File: src/rtl/iad_pkg.sv
package iad_pkg;

  localparam int WORD_W = 32;
  localparam int LO_W   = 16;
  localparam int HI_W   = 18;
  localparam int IMM_W  = HI_W + LO_W;

  localparam logic [5:0] OPC_ADDI = 6'd14;
  localparam logic [5:0] OPC_WIDE = 6'd1;
  localparam logic [5:0] OPC_VEC  = 6'd9;

  typedef enum logic [1:0] {
    PK_NONE = 2'd0,
    PK_WIDE = 2'd1,
    PK_VEC  = 2'd2
  } pfx_kind_e;

  typedef struct packed {
    logic            is_add;
    logic            is_wide_pfx;
    logic            is_vec_pfx;
    logic [4:0]      rt;
    logic [4:0]      ra;
    logic [LO_W-1:0] lo_imm;
    logic            pc_rel;
    logic [HI_W-1:0] hi_imm;
    logic [1:0]      ra_ext;
    logic [1:0]      rt_ext;
  } insn_fields_t;

endpackage

File: src/rtl/iad_classify.sv
module iad_classify
  import iad_pkg::*;
(
  input  logic [WORD_W-1:0] word,
  output insn_fields_t      f
);

  logic [5:0] opc;
  assign opc = word[31:26];

  always_comb begin
    f.is_add      = (opc == OPC_ADDI);
    // wide prefix: selector bits must read 2'b10 and the following bit 0
    f.is_wide_pfx = (opc == OPC_WIDE) && (word[25:24] == 2'b10) && !word[23];
    f.is_vec_pfx  = (opc == OPC_VEC);
    f.rt          = word[25:21];
    f.ra          = word[20:16];
    f.lo_imm      = word[15:0];
    f.pc_rel      = word[20];
    f.hi_imm      = word[17:0];
    // extension field sits in word[14:5]; slot k (MSB-0) is word[14-k]
    f.ra_ext      = {word[13], word[12]};
    f.rt_ext      = {word[10], word[9]};
  end

endmodule

File: src/rtl/iad_regext.sv
module iad_regext #(
  parameter int FLD_W = 5,
  parameter int REG_W = 7
) (
  input  logic [FLD_W-1:0]       fld,
  input  logic [REG_W-FLD_W-1:0] ext,
  input  logic                   use_ext,
  output logic [REG_W-1:0]       num
);

  localparam int EXT_W = REG_W - FLD_W;

  assign num = use_ext ? {fld, ext} : {{EXT_W{1'b0}}, fld};

endmodule

File: src/rtl/iad_sum.sv
module iad_sum #(
  parameter int XLEN  = 64,
  parameter int IMM_W = 34
) (
  input  logic [IMM_W-1:0] imm,
  input  logic [XLEN-1:0]  rf_val,
  input  logic [XLEN-1:0]  pc,
  input  logic             zero_base,
  input  logic             pc_rel,
  output logic [XLEN-1:0]  sum
);

  logic [XLEN-1:0] imm_x;
  logic [XLEN-1:0] base;

  generate
    if (XLEN > IMM_W) begin : g_pad
      assign imm_x = {{(XLEN-IMM_W){imm[IMM_W-1]}}, imm};
    end else begin : g_trunc
      assign imm_x = imm[XLEN-1:0];
    end
  endgenerate

  always_comb begin
    if (pc_rel)         base = pc;
    else if (zero_base) base = '0;
    else                base = rf_val;
  end

  assign sum = base + imm_x;

endmodule

File: src/rtl/iad_decoder.sv
module iad_decoder
  import iad_pkg::*;
#(
  parameter int XLEN  = 64,
  parameter int REG_W = 7
) (
  input  logic              clk,
  input  logic              rst_n,
  input  logic              in_valid,
  output logic              in_ready,
  input  logic [WORD_W-1:0] in_word,
  input  logic [XLEN-1:0]   in_addr,
  output logic [REG_W-1:0]  rf_addr,
  input  logic [XLEN-1:0]   rf_data,
  output logic              res_valid,
  input  logic              res_ready,
  output logic [XLEN-1:0]   res_data,
  output logic [REG_W-1:0]  res_dest,
  output logic              illegal
);

  localparam int FLD_W = 5;
  localparam int EXT_W = REG_W - FLD_W;

  pfx_kind_e             held_q;
  logic [XLEN-1:0]       pfx_addr_q;
  logic                  pfx_pcrel_q;
  logic [HI_W-1:0]       pfx_hi_q;
  logic [EXT_W-1:0]      pfx_ra_ext_q;
  logic [EXT_W-1:0]      pfx_rt_ext_q;

  logic                  res_valid_q;
  logic [XLEN-1:0]       res_data_q;
  logic [REG_W-1:0]      res_dest_q;
  logic                  illegal_q;

  insn_fields_t          cur;
  logic                  fire;
  logic                  take_add;
  logic                  use_vec;
  logic                  use_wide;
  logic [REG_W-1:0]      ra_num;
  logic [REG_W-1:0]      rt_num;
  logic [IMM_W-1:0]      imm_full;
  logic [XLEN-1:0]       sum;

  iad_classify u_cls (
    .word (in_word),
    .f    (cur)
  );

  assign in_ready = ~res_valid_q | res_ready;
  assign fire     = in_valid & in_ready;
  assign take_add = fire & cur.is_add;
  assign use_vec  = (held_q == PK_VEC);
  assign use_wide = (held_q == PK_WIDE);

  iad_regext #(.FLD_W(FLD_W), .REG_W(REG_W)) u_ra_ext (
    .fld     (cur.ra),
    .ext     (pfx_ra_ext_q),
    .use_ext (use_vec),
    .num     (ra_num)
  );

  iad_regext #(.FLD_W(FLD_W), .REG_W(REG_W)) u_rt_ext (
    .fld     (cur.rt),
    .ext     (pfx_rt_ext_q),
    .use_ext (use_vec),
    .num     (rt_num)
  );

  assign rf_addr  = ra_num;
  assign imm_full = use_wide ? {pfx_hi_q, cur.lo_imm}
                             : {{HI_W{cur.lo_imm[LO_W-1]}}, cur.lo_imm};

  iad_sum #(.XLEN(XLEN), .IMM_W(IMM_W)) u_sum (
    .imm       (imm_full),
    .rf_val    (rf_data),
    .pc        (pfx_addr_q),
    .zero_base (ra_num == '0),
    .pc_rel    (use_wide & pfx_pcrel_q),
    .sum       (sum)
  );

  // prefix holding state
  always_ff @(posedge clk or negedge rst_n) begin
    if (!rst_n) begin
      held_q       <= PK_NONE;
      pfx_addr_q   <= '0;
      pfx_pcrel_q  <= 1'b0;
      pfx_hi_q     <= '0;
      pfx_ra_ext_q <= '0;
      pfx_rt_ext_q <= '0;
      illegal_q    <= 1'b0;
    end else begin
      illegal_q <= fire & (held_q != PK_NONE) & ~cur.is_add;
      if (fire) begin
        if (held_q != PK_NONE) begin
          held_q <= PK_NONE;
        end else if (cur.is_wide_pfx) begin
          held_q      <= PK_WIDE;
          pfx_addr_q  <= in_addr;
          pfx_pcrel_q <= cur.pc_rel;
          pfx_hi_q    <= cur.hi_imm;
        end else if (cur.is_vec_pfx) begin
          held_q       <= PK_VEC;
          pfx_ra_ext_q <= cur.ra_ext;
          pfx_rt_ext_q <= cur.rt_ext;
        end
      end
    end
  end

  // output register
  always_ff @(posedge clk or negedge rst_n) begin
    if (!rst_n) begin
      res_valid_q <= 1'b0;
      res_data_q  <= '0;
      res_dest_q  <= '0;
    end else if (take_add) begin
      res_valid_q <= 1'b1;
      res_data_q  <= sum;
      res_dest_q  <= rt_num;
    end else if (res_ready) begin
      res_valid_q <= 1'b0;
    end
  end

  assign res_valid = res_valid_q;
  assign res_data  = res_data_q;
  assign res_dest  = res_dest_q;
  assign illegal   = illegal_q;

endmodule

File: config.mk
export PLATFORM = sky130hd
export DESIGN_NAME = iad_decoder
export DESIGN_NICKNAME = d
export VERILOG_FILES = /design/src/rtl/iad_pkg.sv /design/src/rtl/iad_classify.sv /design/src/rtl/iad_regext.sv /design/src/rtl/iad_sum.sv /design/src/rtl/iad_decoder.sv
export SDC_FILE = /design/constraint.sdc
export NUM_CORES = 1
export LEC_CHECK = 0
export ABC_CLOCK_PERIOD_IN_PS = 8000
export BUFFER_PORTS_ARGS = -buffer_cell sky130_fd_sc_hd__buf_2
export CORE_MARGIN = 2
export CORE_UTILIZATION = 61
export CTS_BUF_LIST = sky130_fd_sc_hd__clkbuf_4
export DETAILED_ROUTE_END_ITERATION = 16
export PLACE_DENSITY = 0.95
export REMOVE_ABC_BUFFERS = 1
export SETUP_SLACK_MARGIN = 0.05
export SYNTH_ARGS = -nofsm -noshare
export SYNTH_HDL_FRONTEND = slang
export SYNTH_SLANG_ARGS = --single-unit
File: constraint.sdc
create_clock -name clk -period 8 [get_ports clk]
set_input_delay 1.6 -clock clk [delete_from_list [all_inputs] [get_ports clk]]
set_output_delay 1.6 -clock clk [all_outputs]
set_load 0.02 [all_outputs]
==> results.md <==
- Status: finished clean
- Min Clock Period, post-route: 6.19 ns
- RSZ-0062 raised after global routing: no
- Vias in the first global route: 9295
- Initial antenna violation count: 1
- Post_cts resized: 0
- Post-synth EDFFs: 0
- Pre-antenna DRT Iters: 6
- Worst clock skew: 0.0167 ns
- Die height: approximately 140 um
- Fin nets: between 1500 and 2000
- Area Overhead vs Synth: 16.6%
- Die ar.: about 0.018 mm2
- Commonest non-fill, non-tap cells in the layout: 243 x buf_2, 162 x dfrtp_1, 132 x nand2_1
- Die Wd: 135 um
- Crit path DAT: 6.64 ns
- Leakage: 6.52 nW
- Deepest clock path buffer count: 2
- Sequential-to-total area share from yosys stat: 0.386
- Max Cap Viol: 0
- Starting Density: 0.629
- Core ar.: 0.0167 mm2
- Pint: 1.47 mW
- Hold Slack: 0.491 ns
- Critical-path cell list: nor2b_1 > o21ai_0 > a31oi_4 > buf_4 > a22o_1 > ha_1 > a21oi_1 > a21boi_0 > a311oi_1 > nor2_1 > o31ai_1 > o21bai_1 > a21boi_0 > o21ai_0 > xnor2_1 > o21ai_0
- Num rows: 47
- Most frequent CP cell: o21ai_0
- Final-layout fill cell count: 1251
- Max Slew Vio Count: 0
- Post-synthesis adder-cell area fraction: 0.0840
- Peak VDD IR: between 0.1 and 0.15 mV
- Final Setup Violations: 0
- Post-synthesis compound-gate area fraction: 0.235
- Global-route wire length before repair: 46100 um
- CTS Hold Buffers Added: 0
- Slew margin rel.: 0.233
- Gpl congestion: 0.946
- CTS buffer count: 17
- Async SR Flop Fraction: 1.00
- Sequential power share: 0.423
- Total Routing Usage GR: 0.318
- Routed vias/inst: 6.18
- Worst skew pair latency: just under 0.6 ns
- Cells after Synth: 1099
- Synth Register Bits: 162
- Port Buffers: 244
- Critical path class: flip-flop to flip-flop
- PD cells: between 150 and 200 mW/mm2
- Grt total ovfl: 0
- Detailed placement HPWL: 21300 um
- Ys flop type: dfrtp_1
- Worst setup path endpoint: res_data[58]$_DFFE_PN0P_
- Final worst-path cycle share: 0.773
- Clk network pwr share: 0.279
- Comb pwr share: 0.299
- Crit Path Max Fanout: 43
- Count of cell types in the netlist: 57
- # IOs: between 200 and 250
- Post-Synth Simple-Gate Area: 0.114
- Syn Area/Cell: 9.57 um2
- Worst EP required: 8.45 ns
- Net Sw Power: around 750 uW
- Final TNS setup: 0 ns
- # DRC: 0
- Antenna Violating Nets Remaining: 0
- Final worst slack: 1.81 ns
- Reg2reg path depth: 16
- Cell family with the largest share of critical-path delay: compound AO/OA/AOI/OAI gates
- Hold_sp: res_data[22]$_DFFE_PN0P_
- Fmax: 162 MHz
- Number of setup buffers added after CTS: 0
- Largest net degree at the start of global routing: 91
- Share of layout cells above drive strength 1: 0.293
- DRT iter0 DRCs: 831
- Final hold violation count: 0
- Buf/Inv on CP: 1
- Sw Share: 0.338
- Final Routed Wirelength: 28600 um
- Commonest non-fill, non-tap cell in the layout: buf_2
- Setup WS pre-CTS: 1.80 ns
- Reg2reg end: res_data[58]$_DFFE_PN0P_
- R2R setup slack: 1.81 ns
- Critical path depth in cells: 16
- Mapped Area: 0.0105 mm2
- Clock Sinks: 162
- Yosys warns: 0
- H-tree Lvls: 4
- CTS tree: built
- CP max stage delay: 0.90 ns
- Reg clk slew, reported paths: ~0.14 ns
- Largest family of logic cells by synthesized area: compound AO/OA/AOI/OAI gates
- Critical path capture point type: flip-flop
- Class of the worst hold path: flip-flop to flip-flop
- DR vias: 9536
- R2R Path Start: held_q[1]$_DFFE_PN0P_
- Root Driver: clkbuf_4
- CP Launch Type: flip-flop
- Slew @ Worst Pin: 1.15 ns
- Multiplexer share of the synthesized area: 0.105
- Worst Setup SP: held_q[1]$_DFFE_PN0P_
- XOR/XNOR share of the synthesized area: 0.0467
- WL/cell: 18.5 um
- CP max-delay cell: nor2b_1
[layer usage]
layer | track usage | up-vias | part of all wire
met4 | 0.128 | 0 | 0.035
met5 | 0 | - | 0
met3 | 0.0509 | 73 | 0.060
met2 | 0.516 | 393 | 0.47
met1 | 0.429 | 4611 | 0.43
li1 | - | 4459 | -
[tightest hold or removal path: cells and delay by family (launching register included)]
family / cells / cell delay [ns]
flip-flops: 1 / 0.36
AO/OA/AOI/OAI: 1 / 0.06
AND/OR/NAND/NOR: 1 / 0.04
[layout make-up]
class,instances,area [um2],share of cell area
repair buffers,252,1290,0.105
flip-flops and latches,162,4050,0.331
well taps,220,275,0.0225
clock buffers,18,135,0.0110
multi-input cells,856,6190,0.505
inverters,21,78.8,0.00643
clock inverters,14,235,0.0192
diodes,1,2.50,0.000204
[power groups by stage]
stage	clock [mW]	combinational (mW)	sequential, mW
after floorplan	0	0.345	1.02
after global routing	0.653	0.724	0.945
after global placement	0	0.638	0.948
after CTS	0.623	0.656	0.936
after detailed placement	0	0.651	0.951
final	0.617	0.662	0.937
[sequential cells by signal (all words and copies together) (netlist names)]
| name | flops |
|---|---|
| res_dest | 7 |
| held_q | 2 |
| pfx_pcrel_q | 1 |
| res_valid | 1 |
| res_data | 64 |
| illegal | 1 |
| pfx_rt_ext_q | 2 |
| pfx_hi_q | 18 |
| pfx_addr_q | 64 |
| pfx_ra_ext_q | 2 |
[kinds of logic (layout without fill, tap and decap cells)]
kind of cell	after synthesis	in the layout
buffers and inverters	81	305
flip-flops	162	162
multiplexers	99	99
AO/OA/AOI/OAI	367	367
AND/OR/NAND/NOR	264	264
adder cells (fa/ha/maj)	70	70
other	0	1
XOR/XNOR	56	56
[per-stage QoR]
step           instances   util  power, mW  cell area, um2
3_5_place_dp        1511  0.711       1.60           11900
2_1_floorplan       1039      -       1.37           10300
5_1_grt             1544  0.734       2.32           12300
6_report            1544  0.734       2.22           12300
4_1_cts             1543  0.734       2.21           12300
3_3_place_gp        1511  0.711       1.59           11900
[synth_stat cells (3+ instances only)]
cell	instances	area share
and2_1	7	0.0042
mux2_2	94	0.10
o21a_1	12	0.0086
a211oi_1	4	0.0029
inv_1	21	0.0075
nand2_1	132	0.047
o21ai_0	92	0.044
and3_1	7	0.0042
o31ai_1	7	0.0050
a21o_1	53	0.038
a31oi_1	9	0.0054
nor2_1	42	0.015
o21bai_1	17	0.012
a22o_1	63	0.052
a311o_1	3	0.0029
nor2b_1	8	0.0048
o211ai_1	4	0.0029
or3_1	3	0.0018
a31o_2	3	0.0025
xnor2_1	30	0.025
nand4_1	18	0.011
ha_1	69	0.082
a21oi_1	69	0.033
nand3_1	14	0.0067
nand2b_1	6	0.0036
dfrtp_1	162	0.39
a221o_1	4	0.0038
nor3_1	15	0.0071
clkbuf_1	60	0.021
a21boi_0	4	0.0029
xor2_1	26	0.022
mux2i_1	5	0.0048
a221oi_1	3	0.0025
a22oi_1	3	0.0021
a211o_1	3	0.0025
[how the worst min path moves through the flow]
| stage | endpoint | slack (ns) | cells after the start |
|---|---|---|---|
| 2_1_floorplan | pfx_pcrel_q$_DFFE_PN0P_ | 0.47 | 1 |
| 5_1_grt | res_data[25]$_DFFE_PN0P_ | 0.51 | 2 |
| 6_report | res_data[22]$_DFFE_PN0P_ | 0.49 | 2 |
| 3_5_place_dp | res_data[25]$_DFFE_PN0P_ | 0.46 | 2 |
| 3_3_place_gp | res_data[25]$_DFFE_PN0P_ | 0.45 | 2 |
| 4_1_cts | res_data[25]$_DFFE_PN0P_ | 0.49 | 2 |
Power figures use the tool's default switching activity.
